## src/rtl/clkdiv_pkg.sv

```systemverilog
`timescale 1ns/1ps
package clkdiv_pkg;

    typedef enum logic [1:0] {
        MENU_FULL  = 2'd0,
        MENU_POW3  = 2'd1,
        MENU_POW4  = 2'd2,
        MENU_MIX3  = 2'd3
    } menu_e;

    // Number of valid codes in each menu variant.
    function automatic int menu_len(menu_e kind);
        case (kind)
            MENU_FULL: return 18;
            MENU_POW3: return 3;
            MENU_POW4: return 4;
            default:   return 3;
        endcase
    endfunction

    // Full menu ratio for a code; 1 outside the menu.
    function automatic int full_ratio(int idx);
        case (idx)
            0:  return 1;
            1:  return 2;
            2:  return 3;
            3:  return 4;
            4:  return 5;
            5:  return 6;
            6:  return 8;
            7:  return 10;
            8:  return 12;
            9:  return 13;
            10: return 20;
            11: return 24;
            12: return 26;
            13: return 40;
            14: return 48;
            15: return 52;
            16: return 96;
            17: return 104;
            default: return 1;
        endcase
    endfunction

endpackage

```

## src/rtl/clkdiv_ratio_rom.sv

```systemverilog
`timescale 1ns/1ps
module clkdiv_ratio_rom
    import clkdiv_pkg::*;
#(
    parameter menu_e MENU_KIND = MENU_FULL,
    parameter int    CODE_W    = 5,
    parameter int    RATIO_W   = 7
) (
    input  logic [CODE_W-1:0]  code_i,
    output logic [RATIO_W-1:0] ratio_o
);
    localparam int LEN = menu_len(MENU_KIND);

    generate
        if (MENU_KIND == MENU_FULL) begin : g_full
            always_comb begin
                ratio_o = RATIO_W'(full_ratio(int'(code_i)));
            end
        end else if (MENU_KIND == MENU_MIX3) begin : g_mix
            always_comb begin
                if (int'(code_i) < LEN) ratio_o = RATIO_W'(int'(code_i) + 2);
                else                    ratio_o = RATIO_W'(1);
            end
        end else begin : g_pow
            always_comb begin
                if (int'(code_i) < LEN) ratio_o = RATIO_W'(1) << code_i;
                else                    ratio_o = RATIO_W'(1);
            end
        end
    endgenerate

endmodule

```

## src/rtl/clkdiv_core.sv

```systemverilog
`timescale 1ns/1ps
module clkdiv_core #(
    parameter int RATIO_W = 7
) (
    input  logic               clk_i,
    input  logic               rst_ni,
    input  logic               en_i,
    input  logic [RATIO_W-1:0] ratio_i,
    output logic               run_o,
    output logic               wrap_o,
    output logic [RATIO_W-1:0] cnt_o,
    output logic [RATIO_W-1:0] ratio_o,
    output logic               pos_o,
    output logic               odd_o,
    output logic               one_o
);
    typedef struct packed {
        logic               run;
        logic [RATIO_W-1:0] cnt;
        logic [RATIO_W-1:0] ratio;
        logic               pos;
        logic               odd;
        logic               one;
    } core_st_t;

    localparam logic [RATIO_W-1:0] ONE = RATIO_W'(1);

    core_st_t st_d, st_q;
    logic [RATIO_W-1:0] half;
    logic [RATIO_W-1:0] cnt_inc;
    logic               wrap;

    always_comb begin
        st_d    = st_q;
        half    = st_q.ratio >> 1;
        cnt_inc = st_q.cnt + ONE;
        wrap    = st_q.run && (cnt_inc == st_q.ratio);
        if (!en_i) begin
            st_d.run = 1'b0;
            st_d.cnt = '0;
            st_d.pos = 1'b0;
            st_d.odd = 1'b0;
            st_d.one = 1'b0;
        end else if (!st_q.run || wrap) begin
            st_d.run   = 1'b1;
            st_d.cnt   = '0;
            st_d.ratio = ratio_i;
            st_d.pos   = ratio_i > ONE;
            st_d.odd   = ratio_i[0] && (ratio_i > ONE);
            st_d.one   = ratio_i == ONE;
        end else begin
            st_d.cnt = cnt_inc;
            st_d.pos = cnt_inc < half;
        end
    end

    always_ff @(posedge clk_i or negedge rst_ni) begin
        if (!rst_ni) begin
            st_q       <= '0;
            st_q.ratio <= ONE;
        end else begin
            st_q <= st_d;
        end
    end

    assign run_o   = st_q.run;
    assign wrap_o  = wrap;
    assign cnt_o   = st_q.cnt;
    assign ratio_o = st_q.ratio;
    assign pos_o   = st_q.pos;
    assign odd_o   = st_q.odd;
    assign one_o   = st_q.one;

endmodule

```

## src/rtl/clkdiv_half_stretch.sv

```systemverilog
`timescale 1ns/1ps
module clkdiv_half_stretch (
    input  logic clk_i,
    input  logic rst_ni,
    input  logic pos_i,
    input  logic odd_i,
    input  logic one_i,
    output logic ext_o,
    output logic gate_o
);
    typedef struct packed {
        logic ext;
        logic gate;
    } neg_st_t;

    neg_st_t st_d, st_q;

    always_comb begin
        st_d.ext  = pos_i && odd_i;
        st_d.gate = one_i;
    end

    always_ff @(negedge clk_i or negedge rst_ni) begin
        if (!rst_ni) st_q <= '0;
        else         st_q <= st_d;
    end

    assign ext_o  = st_q.ext;
    assign gate_o = st_q.gate;

endmodule

```

## src/rtl/clkdiv_post.sv

```systemverilog
`timescale 1ns/1ps
module clkdiv_post
    import clkdiv_pkg::*;
#(
    parameter menu_e MENU_KIND = MENU_FULL,
    parameter int    CODE_W    = 5,
    parameter int    RATIO_W   = 7
) (
    input  logic              clk_i,
    input  logic              rst_ni,
    input  logic              en_i,
    input  logic [CODE_W-1:0] code_i,
    output logic              clk_o
);
    localparam int MENU_LEN = menu_len(MENU_KIND);

    logic [RATIO_W-1:0] rom_ratio;
    logic               run_q;
    logic               wrap;
    logic [RATIO_W-1:0] cnt_q;
    logic [RATIO_W-1:0] ratio_q;
    logic               pos_q;
    logic               odd_q;
    logic               one_q;
    logic               ext_q;
    logic               gate_q;

    clkdiv_ratio_rom #(
        .MENU_KIND (MENU_KIND),
        .CODE_W    (CODE_W),
        .RATIO_W   (RATIO_W)
    ) u_rom (
        .code_i  (code_i),
        .ratio_o (rom_ratio)
    );

    clkdiv_core #(
        .RATIO_W (RATIO_W)
    ) u_core (
        .clk_i   (clk_i),
        .rst_ni  (rst_ni),
        .en_i    (en_i),
        .ratio_i (rom_ratio),
        .run_o   (run_q),
        .wrap_o  (wrap),
        .cnt_o   (cnt_q),
        .ratio_o (ratio_q),
        .pos_o   (pos_q),
        .odd_o   (odd_q),
        .one_o   (one_q)
    );

    clkdiv_half_stretch u_stretch (
        .clk_i  (clk_i),
        .rst_ni (rst_ni),
        .pos_i  (pos_q),
        .odd_i  (odd_q),
        .one_i  (one_q),
        .ext_o  (ext_q),
        .gate_o (gate_q)
    );

    // Gate term changes only while the source is low, so no runt pulse.
    assign clk_o = pos_q | ext_q | (gate_q & clk_i);

endmodule

```

## config.mk

```make
export PLATFORM = sky130hd
export DESIGN_NAME = clkdiv_post
export DESIGN_NICKNAME = d
export VERILOG_FILES = /design/src/rtl/clkdiv_pkg.sv /design/src/rtl/clkdiv_ratio_rom.sv /design/src/rtl/clkdiv_core.sv /design/src/rtl/clkdiv_half_stretch.sv /design/src/rtl/clkdiv_post.sv
export SDC_FILE = /design/constraint.sdc
export NUM_CORES = 1
export LEC_CHECK = 0
export BUFFER_PORTS_ARGS = -buffer_cell sky130_fd_sc_hd__buf_2
export CAP_MARGIN = 20
export CORE_MARGIN = 2
export CORE_UTILIZATION = 45
export DETAILED_ROUTE_END_ITERATION = 8
export GPL_ROUTABILITY_DRIVEN = 0
export GPL_TIMING_DRIVEN = 0
export PLACE_DENSITY = 0.65
export REMOVE_ABC_BUFFERS = 1
export SLEW_MARGIN = 20
export SYNTH_ARGS = -nofsm -noshare
export SYNTH_HDL_FRONTEND = slang
export SYNTH_SLANG_ARGS = --single-unit
export TNS_END_PERCENT = 1
```

## constraint.sdc

```tcl
create_clock -name clk_i -period 6 [get_ports clk_i]
set_clock_uncertainty 0.2 [all_clocks]
set_input_delay 0.6 -clock clk_i [delete_from_list [all_inputs] [get_ports clk_i]]
set_output_delay 0.6 -clock clk_i [all_outputs]
set_load 0.02 [all_outputs]
```

==> flow_summary.json <==
{
  "outcome": "finished clean",
  "r2r_end": "u_stretch.ext_o",
  "worstHoldStart": "en_i",
  "synth_top_area_frac": 0.302,
  "final_cells": 183,
  "cp_slowest_cell": "dfrtn_1",
  "cts.repair.resized": 0,
  "syn_avg_cell_area_um2": 11.0,
  "drv_slew": 0,
  "max-vdd-ir-drop_uv": 88.8,
  "post_cts_buffers": 0,
  "first_pass_iters": 4,
  "dp_slack_ns": 1.47,
  "io_buffers": 8,
  "rsz0062_at_grt": "false",
  "insertion_delay_ns": 0.42,
  "initial_core_util": 0.466,
  "regToRegSetupSlack_ns": 2.13,
  "grtUsageMet1": 0.207,
  "place_hpwl_um": 1870,
  "clk_pin_slew_ns": 0.12,
  "via_count": 942,
  "drtAntennaViolNets": 0,
  "crit_path_end_kind": "output pin",
  "yosys-top-cells-area": "dfrtp_1, ha_1, xnor3_1",
  "cpPeakStageDelay_ns": 0.34,
  "tns_ns": 0,
  "maxCapViolations": 0,
  "overflow": 0,
  "start_kind": "flop",
  "path_cells": "a211o_1 -> buf_2",
  "yosys.area.top_type": "dfrtp_1",
  "cp.required_ns": 5.20,
  "synth_cell_types": 41,
  "ys_seq_area_frac": 0.356,
  "powerDensity_nw_per_um2": 286,
  "route.detailed.drc": 0,
  "leakagePower_nw": 0.748,
  "hold_buffers": 1,
  "p_seq_frac": 0.406,
  "top_usage_layer": "met2",
  "path_class": "flop to output pin",
  "wl_per_cell_um": 13.3,
  "max_slew.worst_pin.slew_ns": 0.635,
  "totalWireLength_um": 2440,
  "min_to": "u_core.run_o",
  "cp_max_fo": 1,
  "num-fill-cells": 282,
  "comb_power_share": 0.346,
  "grt_pass1_wl_um": 4260,
  "fin_nets": 161,
  "crit_arrival_ns": 4.18,
  "switching_share": 0.334,
  "placed_cells": 175,
  "final_hold_viol_count": 0,
  "synth_warnings": 0,
  "reg2reg_depth": 1,
  "p_int_uw": 293,
  "diodes": 0,
  "fp.dieW_um": 60.0,
  "postSynth.asyncResetShare": 1.00,
  "worstHoldPathType": "input port to flop",
  "grt_pass1_vias": 957,
  "power.net_switching_uw": 147,
  "syn_to_final_growth_pct": 8.87,
  "synth-edff-count": 0,
  "power_uw": 440,
  "ios": 9,
  "stdcell_area_um2": 1540,
  "cts_tree": "built",
  "relSlewSlack": 0.576,
  "grt_start_max_net_pins": 21,
  "grt_use_met2": 0.261,
  "finalWorstSetupSlack_ns": 1.02,
  "layout_common_cells": "dfrtp_1, ha_1, inv_1, buf_2, nor2b_1",
  "r2r_start": "u_core.odd_o",
  "drive_gt1_frac": 0.194,
  "die_area_um2": 3600,
  "finalSetupViolations": 0,
  "syn_inst": 128,
  "antenna_found_initial": 0,
  "grt_use_met3": 0.0281,
  "hold_depth": 1,
  "synth-seq-cells": 20,
  "clkPwrFrac": 0.248,
  "netlist_area_um2": 1410,
  "synth_ff_type": "dfrtp_1",
  "dpl_cell_area_um2": 1480,
  "final_common_cell": "dfrtp_1",
  "routed_via_density": 5.15,
  "die_h_um": 60.0,
  "rows": 20,
  "grt_use_total": 0.161,
  "drt_iter0_markers": 22,
  "coreArea_um2": 3030
}
[worst max-delay path: cells and delay by family (launching register included)]
| kind | cells | cell delay, ns |
|---|---|---|
| AOI/OAI and AO/OA | 1 | 0.28 |
| buffers and inverters | 1 | 0.16 |
| DFF | 1 | 0.34 |
[sequential cells by signal, indices dropped and copies added (netlist names)]
signal	count
u_core.one_o	1
u_stretch.gate_o	1
u_core.ratio_o	7
u_stretch.ext_o	1
u_core.pos_o	1
u_core.cnt_o	7
u_core.run_o	1
u_core.odd_o	1
[cells by family (layout without fill, tap and decap cells)]
family | after synthesis | after routing | share of synthesized area
buffers and inverters | 17 | 28 | 0.0524
AO/OA/AOI/OAI | 24 | 24 | 0.135
AND/OR/NAND/NOR | 34 | 34 | 0.143
flip-flops | 20 | 20 | 0.356
XOR/XNOR | 12 | 12 | 0.124
multiplexers | 8 | 8 | 0.0745
adder cells (fa/ha/maj) | 13 | 13 | 0.115
[per-stage QoR]
step | util | hold WS, ns
3_3_place_gp | 0.488 | 0.274
5_1_grt | 0.507 | 0.138
2_1_floorplan | - | 0.104
3_5_place_dp | 0.488 | 0.285
6_report | 0.507 | 0.148
4_1_cts | 0.507 | 0.146
[cell usage after synthesis, types with 2 or more instances]
master / n
a211oi_1: 4
a21oi_1: 4
buf_2: 2
clkbuf_1: 2
dfrtn_1: 2
dfrtp_1: 17
ha_1: 13
inv_1: 11
mux2_4: 5
mux2i_1: 3
nand2_1: 5
nand3_1: 3
nand3b_1: 2
nor2_1: 5
nor2_2: 2
nor2b_1: 7
o21a_1: 2
o21ai_0: 6
o32ai_1: 3
xnor2_1: 4
xnor3_1: 4
xor2_1: 3
[layout make-up]
| cell class | instances | area, µm² | share of cell area |
|---|---|---|---|
| timing repair buffer | 8 | 45.0 | 0.0293 |
| inverter | 12 | 45.0 | 0.0293 |
| clock buffer | 8 | 53.8 | 0.0350 |
| tap | 44 | 55.1 | 0.0359 |
| sequential | 20 | 502 | 0.327 |
| multi-input combinational | 91 | 835 | 0.544 |
[per-layer routing]
| metal | vias to the layer above | share of wire |
|---|---|---|
| li1 | 470 | - |
| met1 | 457 | 0.49 |
| met2 | 10 | 0.48 |
| met3 | 5 | 0.018 |
| met4 | 0 | 0.014 |
| met5 | - | 0 |
[worst max-delay path by stage]
stage / start / endpoint / slack [ns] / cells past startpoint
3_5_place_dp: u_stretch.gate_o / clk_o / 1.47 / 2
3_3_place_gp: u_stretch.gate_o / clk_o / 1.47 / 2
4_1_cts: u_stretch.gate_o / clk_o / 1.01 / 2
2_1_floorplan: u_stretch.gate_o / clk_o / 1.53 / 1
5_1_grt: u_stretch.gate_o / clk_o / 0.99 / 2
6_report: u_stretch.gate_o / clk_o / 1.02 / 2
[power by group through the flow]
| stage | sequential (mW) | combinational [mW] | clock (mW) |
|---|---|---|---|
| after floorplan | 0.176 | 0.122 | 0.00862 |
| after global placement | 0.180 | 0.148 | 0.0113 |
| after detailed placement | 0.182 | 0.152 | 0.0113 |
| after CTS | 0.179 | 0.154 | 0.112 |
| after global routing | 0.182 | 0.172 | 0.118 |
| final | 0.179 | 0.152 | 0.109 |
No activity file was read; power rests on OpenSTA's default activity.
